File: config.mk
export PLATFORM = sky130hd
export DESIGN_NAME = sa_receiver
export DESIGN_NICKNAME = d
export VERILOG_FILES = /design/src/rtl/sa_rx_pkg.sv /design/src/rtl/sa_rx_sync.sv /design/src/rtl/sa_rx_ratio.sv /design/src/rtl/sa_rx_capture.sv /design/src/rtl/sa_receiver.sv
export SDC_FILE = /design/constraint.sdc
export NUM_CORES = 1
export LEC_CHECK = 0
export BUFFER_PORTS_ARGS = -buffer_cell sky130_fd_sc_hd__buf_2
export CAP_MARGIN = 10
export CORE_AREA = 5 5 138 140
export DETAILED_ROUTE_END_ITERATION = 6
export DIE_AREA = 0 0 143 145
export HOLD_SLACK_MARGIN = 0.06
export PLACE_DENSITY_LB_ADDON = 0.2
export SYNTH_ARGS = -nofsm -noshare
export SYNTH_HDL_FRONTEND = slang
export SYNTH_SLANG_ARGS = --single-unit
File: constraint.sdc
create_clock -name clk -period 4.2 [get_ports clk]
set_clock_uncertainty 0.2 [all_clocks]
set_input_delay 0.84 -clock clk [delete_from_list [all_inputs] [get_ports clk]]
set_output_delay 0.84 -clock clk [all_outputs]
set_load 0.02 [all_outputs]
File: src/rtl/sa_rx_pkg.sv
package sa_rx_pkg;

  localparam logic [1:0] FMT_I2S = 2'd0;
  localparam logic [1:0] FMT_LJ  = 2'd1;
  localparam logic [1:0] FMT_RJ  = 2'd2;

  localparam logic [1:0] LEN_16 = 2'd0;
  localparam logic [1:0] LEN_20 = 2'd1;
  localparam logic [1:0] LEN_24 = 2'd2;

  typedef enum logic [1:0] {
    RATIO_NONE = 2'd0,
    RATIO_32   = 2'd1,
    RATIO_48   = 2'd2,
    RATIO_64   = 2'd3
  } ratio_e;

  typedef struct packed {
    logic [1:0] fmt;
    logic [1:0] len;
  } cfg_t;

  function automatic int unsigned len_bits(logic [1:0] code);
    case (code)
      LEN_16:  return 16;
      LEN_20:  return 20;
      default: return 24;
    endcase
  endfunction

endpackage

File: src/rtl/sa_rx_sync.sv
module sa_rx_sync #(
  parameter int STAGES = 2,
  parameter int WIDTH  = 1
) (
  input  logic             clk,
  input  logic             rst,
  input  logic [WIDTH-1:0] d,
  output logic [WIDTH-1:0] q
);

  logic [STAGES-1:0][WIDTH-1:0] stage_q;

  always_ff @(posedge clk) begin
    if (rst) begin
      stage_q <= '0;
    end else begin
      stage_q[0] <= d;
      for (int i = 1; i < STAGES; i++) stage_q[i] <= stage_q[i-1];
    end
  end

  assign q = stage_q[STAGES-1];

endmodule

File: src/rtl/sa_rx_ratio.sv
module sa_rx_ratio
  import sa_rx_pkg::*;
#(
  parameter int RATIO_LO  = 32,
  parameter int RATIO_MID = 48,
  parameter int RATIO_HI  = 64
) (
  input  logic       clk,
  input  logic       rst,
  input  logic       step,
  input  logic       rise,
  output logic [1:0] ratio_code,
  output logic       err,
  output logic       err_next
);

  localparam int CW = $clog2(RATIO_HI) + 2;
  localparam logic [CW-1:0] CNT_MAX = '1;

  logic [CW-1:0] cnt;
  logic [CW:0]   frame_len;
  logic          seen;
  logic [1:0]    good_cnt, good_next;
  logic          supported;
  ratio_e        code_now, code_q;

  assign frame_len = {1'b0, cnt} + (CW+1)'(1);

  always_comb begin
    code_now = RATIO_NONE;
    if (frame_len == (CW+1)'(RATIO_LO))  code_now = RATIO_32;
    if (frame_len == (CW+1)'(RATIO_MID)) code_now = RATIO_48;
    if (frame_len == (CW+1)'(RATIO_HI))  code_now = RATIO_64;
    supported = (code_now != RATIO_NONE);
    good_next = supported ? ((good_cnt == 2'd2) ? 2'd2 : good_cnt + 2'd1) : 2'd0;
    err_next  = err;
    if (rise && seen) begin
      if (!supported)             err_next = 1'b1;
      else if (good_next == 2'd2) err_next = 1'b0;
    end
  end

  always_ff @(posedge clk) begin
    if (rst) begin
      cnt      <= '0;
      seen     <= 1'b0;
      good_cnt <= 2'd0;
      err      <= 1'b1;
      code_q   <= RATIO_NONE;
    end else if (step) begin
      if (rise) begin
        cnt  <= '0;
        seen <= 1'b1;
        if (seen) begin
          good_cnt <= good_next;
          err      <= err_next;
          code_q   <= code_now;
        end
      end else if (cnt != CNT_MAX) begin
        cnt <= cnt + CW'(1);
      end
    end
  end

  assign ratio_code = code_q;

  // the flag moves only on a word-clock rising edge
  p_err_at_rise_r8: assert property (@(posedge clk) disable iff (rst)
    !$stable(err) |-> $past(rise && step));

  // a cleared flag implies a supported measured ratio
  p_code_supported_r7: assert property (@(posedge clk) disable iff (rst)
    !err |-> (ratio_code != RATIO_NONE));

endmodule

File: src/rtl/sa_rx_capture.sv
module sa_rx_capture
  import sa_rx_pkg::*;
#(
  parameter int SAMPLE_W = 24,
  parameter int SLOT_MAX = 32
) (
  input  logic                clk,
  input  logic                rst,
  input  logic                restart,
  input  logic                stb,
  input  logic                din,
  input  logic                ws,
  input  logic                left_level,
  input  logic                right_just,
  input  logic [1:0]          len_code,
  input  logic                pair_ok,
  output logic [SAMPLE_W-1:0] left_out,
  output logic [SAMPLE_W-1:0] right_out,
  output logic                valid
);

  localparam int PW = $clog2(SLOT_MAX) + 1;
  localparam logic [SAMPLE_W-1:0] ONES = '1;

  logic [SLOT_MAX-1:0] shreg, aligned;
  logic [PW-1:0]       pos, shamt;
  logic [7:0]          len_n;
  logic [SAMPLE_W-1:0] keep_top, keep_low, msb_val, rj_val, samp, left_hold;
  logic                ws_q, armed, started, have_left;

  always_comb begin
    len_n    = 8'(len_bits(len_code));
    shamt    = PW'(SLOT_MAX) - pos;
    aligned  = shreg << shamt;
    keep_top = ~(ONES >> len_n);
    keep_low = ~(ONES << len_n);
    msb_val  = aligned[SLOT_MAX-1 -: SAMPLE_W] & keep_top;
    rj_val   = (shreg[SAMPLE_W-1:0] & keep_low) << (8'(SAMPLE_W) - len_n);
    samp     = right_just ? rj_val : msb_val;
  end

  always_ff @(posedge clk) begin
    if (rst) begin
      shreg     <= '0;
      pos       <= '0;
      ws_q      <= 1'b0;
      armed     <= 1'b0;
      started   <= 1'b0;
      have_left <= 1'b0;
      left_hold <= '0;
      left_out  <= '0;
      right_out <= '0;
      valid     <= 1'b0;
    end else begin
      valid <= 1'b0;
      if (restart) begin
        armed     <= 1'b0;
        started   <= 1'b0;
        have_left <= 1'b0;
      end else if (stb) begin
        if (!armed) begin
          armed <= 1'b1;
          ws_q  <= ws;
        end else if (ws != ws_q) begin
          ws_q <= ws;
          if (started) begin
            if (ws_q == left_level) begin
              left_hold <= samp;
              have_left <= 1'b1;
            end else begin
              if (have_left && pair_ok) begin
                left_out  <= left_hold;
                right_out <= samp;
                valid     <= 1'b1;
              end
              have_left <= 1'b0;
            end
          end
          started <= 1'b1;
          shreg   <= {{(SLOT_MAX-1){1'b0}}, din};
          pos     <= PW'(1);
        end else begin
          shreg <= {shreg[SLOT_MAX-2:0], din};
          if (pos != PW'(SLOT_MAX)) pos <= pos + PW'(1);
        end
      end
    end
  end

  // the pair strobe lasts a single cycle
  p_valid_pulse_r9: assert property (@(posedge clk) disable iff (rst)
    valid |=> !valid);

  // positions below the configured length are zero on presentation
  p_pad_zero_r6: assert property (@(posedge clk) disable iff (rst)
    valid |-> (((left_out & ~keep_top) == '0) && ((right_out & ~keep_top) == '0)));

  // a configuration write never gives a pair on the following cycles
  p_restart_quiet_r2: assert property (@(posedge clk) disable iff (rst)
    restart |=> !valid);

endmodule

File: src/rtl/sa_receiver.sv
module sa_receiver
  import sa_rx_pkg::*;
#(
  parameter int SAMPLE_W    = 24,
  parameter int SLOT_MAX    = 32,
  parameter int SYNC_STAGES = 2
) (
  input  logic                clk,
  input  logic                rst,
  input  logic                sclk,
  input  logic                lrck,
  input  logic                sdin,
  input  logic                cfg_wr,
  input  logic [1:0]          cfg_fmt,
  input  logic [1:0]          cfg_len,
  output logic [SAMPLE_W-1:0] left_out,
  output logic [SAMPLE_W-1:0] right_out,
  output logic                sample_valid,
  output logic [1:0]          ratio_code,
  output logic                ratio_error
);

  logic [2:0] raw_in, sync_out;
  logic       s_sclk, s_lr, s_sd;
  logic       sclk_q, lr_q, bit_stb, lr_rise;
  logic       is_i2s, ws_eff, err_next;
  cfg_t       cfg_q;

  assign raw_in = {sclk, lrck, sdin};

  sa_rx_sync #(.STAGES(SYNC_STAGES), .WIDTH(3)) u_sync (
    .clk (clk),
    .rst (rst),
    .d   (raw_in),
    .q   (sync_out)
  );

  assign s_sclk = sync_out[2];
  assign s_lr   = sync_out[1];
  assign s_sd   = sync_out[0];

  always_ff @(posedge clk) begin
    if (rst) begin
      cfg_q <= '{fmt: FMT_I2S, len: LEN_24};
    end else if (cfg_wr) begin
      cfg_q <= '{fmt: cfg_fmt, len: cfg_len};
    end
  end

  always_ff @(posedge clk) begin
    if (rst) begin
      sclk_q <= 1'b0;
      lr_q   <= 1'b0;
    end else begin
      sclk_q <= s_sclk;
      if (bit_stb) lr_q <= s_lr;
    end
  end

  assign bit_stb = s_sclk & ~sclk_q;
  assign lr_rise = bit_stb & s_lr & ~lr_q;
  assign is_i2s  = (cfg_q.fmt != FMT_LJ) && (cfg_q.fmt != FMT_RJ);
  assign ws_eff  = is_i2s ? lr_q : s_lr;

  sa_rx_ratio u_ratio (
    .clk        (clk),
    .rst        (rst),
    .step       (bit_stb),
    .rise       (lr_rise),
    .ratio_code (ratio_code),
    .err        (ratio_error),
    .err_next   (err_next)
  );

  sa_rx_capture #(.SAMPLE_W(SAMPLE_W), .SLOT_MAX(SLOT_MAX)) u_capture (
    .clk        (clk),
    .rst        (rst),
    .restart    (cfg_wr),
    .stb        (bit_stb),
    .din        (s_sd),
    .ws         (ws_eff),
    .left_level (~is_i2s),
    .right_just (cfg_q.fmt == FMT_RJ),
    .len_code   (cfg_q.len),
    .pair_ok    (~err_next),
    .left_out   (left_out),
    .right_out  (right_out),
    .valid      (sample_valid)
  );

  // no pair is presented while the ratio flag is raised
  p_valid_clear_r9: assert property (@(posedge clk) disable iff (rst)
    sample_valid |-> !ratio_error);

endmodule

# Word level (Yosys, flattened, before mapping)
# Index checks and enable logic that the tools add are counted.
[classes]
n_reduce_logical = 19
eq_ne = 14
mux = 20
n_addsub = 6
shift = 4
bitwise_logic = 17
[op_table]
columns = ["cell", "n"]
rows = [
  ["$and 24x24->24", 2],
  ["$not 24->24", 2],
  ["$mux 32", 1],
  ["$shl 32x6->32", 1],
  ["$mux 24", 1],
  ["$shl 24x5->24 const A", 1],
  ["$shl 24x8->24", 1],
  ["$shr 24x5->24 const A", 1],
  ["$eq 9x6->1 const B", 2],
  ["$mux 8", 2],
  ["$mux 6", 2],
  ["$reduce_and 3->1", 4],
  ["$not 1->1", 10],
  ["$add 8x1->9 const B", 1],
  ["$eq 9x7->1 const B", 1],
  ["$mux 1", 9],
  ["$add 8x1->8 const B", 1],
  ["$mux 2", 4],
  ["$ne 8x8->1 const B", 1],
  ["$pmux 4 s2", 1],
  ["$reduce_and 4->1", 2],
  ["$reduce_and 7->1", 1],
  ["$reduce_or 7->1", 1],
  ["$add 6x1->6 const B", 1],
  ["other kinds (17)", 27],
]
[totals]
output_inout_bits = 52
inputBits = 10
regBits = 141

# Depth between registers and ports, before layout
[depth]
depth_word = 14
mapped_depth = 14
depth_no_buf = 9

# Hierarchy
# Synthesis repeated with hierarchy kept, for this count alone.
[unflattened]
cells_unflattened = 943
area_unflattened_um2 = 8175.3
[by_module_without_submodules]
columns = ["mod", "cells_per_inst", "area_each_um2", "instances"]
rows = [
  ["sa_rx_capture", 782, 6746.5, 1],
  ["sa_rx_ratio", 120, 979.7, 1],
  ["sa_receiver", 26, 269.0, 1],
  ["sa_rx_sync", 15, 180.2, 1],
]

# Worst setup path before layout
# No wires, ideal clock.
[synth_path]
kind = "register to register"
startpoint = "register u_capture.pos[0]"
endpoint = "register u_capture.right_out[19]"
arrival_time_ps = 2796
stages_incl_launch_ff = 14
setup_ps = 141
period_less_slack_ps = 3136
setup_slack_ps = 1064
required_ps = 3859
cell_sequence = "dfxtp_1 > buf_4 > buf_4 > inv_2 > ha_1 > buf_2 > buf_4 > buf_4 > mux4_2 > mux4_2 > a22oi_1 > nand2_1 > nor2_1 > nor3_2"
[synth_between]
elab_chain_cells = 4
[synth_rtl]
columns = ["element", "line", "text"]
rows = [
  ["from (decl)", "sa_rx_capture.sv:26", "logic [PW-1:0] pos, shamt;"],
  ["from (signal assigned)", "sa_rx_capture.sv:84", "if (pos != PW'(SLOT_MAX)) pos <= pos + PW'(1);"],
  ["$sub 6x6->6", "sa_rx_capture.sv:33", "shamt = PW'(SLOT_MAX) - pos;"],
  ["$shl 32x6->32", "sa_rx_capture.sv:34", "aligned = shreg << shamt;"],
  ["$and 24x24->24", "sa_rx_capture.sv:37", "msb_val = aligned[SLOT_MAX-1 -: SAMPLE_W] & keep_top;"],
  ["$mux 24", "sa_rx_capture.sv:39", "samp = right_just ? rj_val : msb_val;"],
  ["to (signal assigned)", "sa_rx_capture.sv:73", "right_out <= samp;"],
  ["to (decl)", "sa_rx_capture.sv:18", "output logic [SAMPLE_W-1:0] right_out,"],
]
# No other way between the ends.
# A chain may end at the register's enable or synchronous reset.

# Worst setup path after layout
[layout_path]
startpoint = "register u_capture.pos[1]"
endpoint = "register u_capture.left_hold[20]"
[layout_between]
elab_chain_cells = 4
[layout_rtl]
columns = ["element", "line", "text"]
rows = [
  ["$sub 6x6->6", "sa_rx_capture.sv:33", ""],
  ["$shl 32x6->32", "sa_rx_capture.sv:34", ""],
  ["$and 24x24->24", "sa_rx_capture.sv:37", ""],
  ["$mux 24", "sa_rx_capture.sv:39", ""],
  ["to (signal assigned)", "sa_rx_capture.sv:68", "left_hold <= samp;"],
  ["to (decl)", "sa_rx_capture.sv:28", "logic [SAMPLE_W-1:0] keep_top, keep_low, msb_val, rj_val, samp, left_hold;"],
]
# No other way between the ends.

==> results.yml <==
status:
  outcome: "complete, no violations"
sta:
  setup_slack_ns: 0.806
  timing.final.crit_share: 0.808
  setup_tns_ns: 0
  layout_min_cycle_time_ns: 3.39
  finalHoldViolCount: 0
  slew_violations: 0
  tightest_slew_ns: 1.15
  fmax_mhz: 295
  holdWs_ns: 0.232
  setup_viol: 0
  slew_headroom: 0.231
  rsz0062_at_grt: "false"
worst_setup_path:
  r2r_cells: 9
  r2r_slack_ns: 0.81
  critPathMaxStageDelay_ns: 0.82
  crit_buf_inv: 2
  slowest_stage: "ha_2"
  path_cells: "inv_1, ha_2, buf_4, mux2i_1, mux4_2, and3_1, a31oi_1, a32oi_1, a211oi_1"
  start_kind: "flip-flop"
  cp_top_family: "adder cells"
  crit_path_end_kind: "flip-flop"
  critPathArrivalTime_ns: 3.53
  reg2reg_from: "u_capture.pos[1]$_SDFFE_PP0P_"
  crit_type: "reg -> reg"
  r2r-end: "u_capture.left_hold[20]$_SDFFE_PP0P_"
  path_max_fanout: 29
  required_ns: 4.34
clock_tree:
  cts_buffers: 17
  clkSinkCount: 141
  cts_root_buf: "clkbuf_16"
  holdBufCountCts: 0
  cts_resized: 0
  clk_pin_slew_ns: 0.07
  tritoncts: "done"
  insertion_delay_ns: 0.43
  h-tree-depth: 4
  clk_path_buf_depth: 2
  post_cts_buffers: 0
place:
  place_inst: 1205
  dp_slack_ns: 0.843
  gp_congestion: 0.969
  dp_hpwl_mm: 14.7
  port_buffers: 61
  place_area_mm2: 0.00837
global_routing:
  grt_max_degree: 57
  grt_pass1_vias: 6472
  antenna_found_initial: 0
  grt_pass1_wl_mm: 34.8
  grt-ovfl-total: 0
  grtUsageTotal: 0.204
pwr:
  total_power_mw: 2.95
  p_leak_nw: 3.05
  seq_power_share: 0.461
  p_per_area_mw_per_mm2: 328
  internal_power_mw: 2.21
  ir_drop_mv: 0.262
  combPwrFrac: 0.027
  swShare: 0.248
  clkPwrFrac: 0.512
  p_sw_mw: 0.730
floorplan:
  fp.dieH_um: 145
  core_mm2: 0.0177
  row_count: 49
  start_util: 0.456
  ios: 62
  dieArea_mm2: 0.0207
  die_w_um: 143
synthesis:
  synth_nets: 1003
  ys_seq_area_frac: 0.350
  synthArstFlopShare: 0
  ys_types: 73
  syn_area_per_cell_um2: 8.18
  synthCells: 987
  ys_ff_latch: 141
  synth_edf_count: 0
  syn-cell-area_mm2: 0.00807
  ys_dominant_reg_cell: "dfxtp_1"
  yosysWarnings: 0
routing:
  via_per_inst: 5.66
  first_iter_violations: 430
  wl_mm: 21.0
  drc_errors: 0
  via_count: 7005
  drtPass1Iterations: 5
  ant_nets: 0
  wl_per_cell_um: 17.0
job:
  maxCapViolCount: 0
layout:
  area_delta_synth_final_pct: 11.1
  nets: 1012
  fin_cells: 1238
  final_cell_mix: "184 x nand2_1, 140 x dfxtp_1, 104 x nor2_1"
  nFillCells: 1725
  design_area_mm2: 0.00897
  final_common_cell: "nand2_1"
  layout-drive-gt1-share: 0.190
  fin_util: 0.506
  antennaDiodeCount: 0
min_path:
  hold_start: "u_sync.q[0]$_SDFF_PP0_"
  hold_depth: 2
  hold_path_end: "u_capture.shreg[0]$_SDFFE_PP0P_"
  hold_class: "reg -> reg"
==> synth_stat cells, types with 2 or more instances <==
cell / instances / share of area
nand2_1: 184 / 0.086
nor2_1: 105 / 0.049
or3_1: 5 / 0.0039
xor2_1: 5 / 0.0054
nor3b_1: 3 / 0.0028
mux2_2: 13 / 0.018
nor3_1: 25 / 0.015
buf_6: 8 / 0.011
a22oi_1: 6 / 0.0056
buf_1: 5 / 0.0023
nor3_2: 15 / 0.019
o21bai_1: 2 / 0.0019
xor2_2: 2 / 0.0040
a32oi_1: 2 / 0.0022
and3_1: 2 / 0.0015
o21ai_0: 35 / 0.022
nor2b_1: 12 / 0.0093
buf_2: 23 / 0.014
and2_1: 5 / 0.0039
o31ai_1: 4 / 0.0037
or2_2: 4 / 0.0031
o211ai_1: 8 / 0.0074
a22o_1: 2 / 0.0022
inv_1: 7 / 0.0033
a21oi_1: 89 / 0.055
buf_4: 10 / 0.0093
ha_1: 6 / 0.0093
nand2b_1: 6 / 0.0046
a31oi_1: 3 / 0.0023
nand3b_1: 5 / 0.0046
xnor2_1: 7 / 0.0076
a2bb2oi_1: 2 / 0.0022
o221ai_1: 5 / 0.0054
a211oi_2: 3 / 0.0046
dfxtp_1: 141 / 0.35
clkbuf_1: 44 / 0.020
a211oi_1: 10 / 0.0093
nand3_1: 53 / 0.033
nand4_1: 6 / 0.0046
a211o_1: 3 / 0.0033
mux2i_1: 51 / 0.063
mux4_2: 25 / 0.070
o21a_1: 3 / 0.0028
o22ai_1: 3 / 0.0023
mux4_1: 2 / 0.0065
==> worst max path at each step <==
stage,cells after the start,slack (ns),start,endpoint
3_3_place_gp,7,0.90,u_ratio.cnt[6]$_SDFFE_PP0P_,u_capture.right_out[9]$_SDFFE_PP0P_
6_report,9,0.81,u_capture.pos[1]$_SDFFE_PP0P_,u_capture.left_hold[20]$_SDFFE_PP0P_
4_1_cts,9,0.83,u_capture.pos[1]$_SDFFE_PP0P_,u_capture.left_hold[20]$_SDFFE_PP0P_
2_1_floorplan,13,1.06,u_capture.pos[0]$_SDFFE_PP0P_,u_capture.right_out[19]$_SDFFE_PP0P_
3_5_place_dp,9,0.84,u_capture.pos[1]$_SDFFE_PP0P_,u_capture.left_hold[20]$_SDFFE_PP0P_
5_1_grt,9,0.56,u_capture.pos[1]$_SDFFE_PP0P_,u_capture.left_hold[20]$_SDFFE_PP0P_
==> logic make-up (layout without fill, tap and decap cells) <==
kind of cell	after synthesis	count (layout)	share of synthesized area
buffers and inverters	99	121	0.0618
AND/OR/NAND/NOR	440	440	0.251
XOR/XNOR	14	14	0.0170
adder cells (fa/ha/maj)	6	6	0.00930
AO/OA/AOI/OAI	196	196	0.154
flip-flops	141	141	0.350
multiplexers	91	91	0.158
==> area by class of cell <==
cell class                 count  area [um2]  share of cell area
clock inverter                15         161              0.0180
clock buffer                  17         425              0.0474
tap                          229         287              0.0319
multi-input combinational    747        4770               0.532
sequential                   141        2820               0.315
inverter                       8        30.0             0.00335
timing repair buffer          81         470              0.0524
==> worst register-to-register path, stage by stage, from the launching register on <==
cell and delay [ns]:
dfxtp_1 0.48, inv_1 0.08, ha_2 0.82, buf_4 0.30
mux2i_1 0.11, mux4_2 0.53, and3_1 0.20, a31oi_1 0.13
a32oi_1 0.16, a211oi_1 0.29
==> registers in the layout, summed over array words and instances (netlist names), 2 cells and up <==
signal and count:
u_ratio.ratio_code 2, u_capture.left_hold 24, u_capture.left_out 24, u_sync.stage_q 3
cfg_q 4, u_sync.q 3, u_capture.shreg 32, u_ratio.cnt 8
u_capture.pos 6, u_ratio.good_cnt 2, u_capture.right_out 24
==> layer usage <==
metal  part of all wire  vias to the layer above  global-route usage
met5                  0                        -                   0
met4              0.022                        0              0.0661
met1               0.47                     3309               0.299
met3              0.062                       37              0.0438
met2               0.45                      184               0.299
li1                   -                     3475                   -
==> power groups by stage <==
stage / logic (mW) / registers, mW / clock network (mW)
2_1_floorplan: 0.0673 / 1.38 / 0
3_3_place_gp: 0.0794 / 1.39 / 0
3_5_place_dp: 0.0801 / 1.39 / 0
4_1_cts: 0.0804 / 1.36 / 1.54
5_1_grt: 0.0876 / 1.36 / 1.59
6_report: 0.0798 / 1.36 / 1.51
Power figures use the tool's default switching activity.
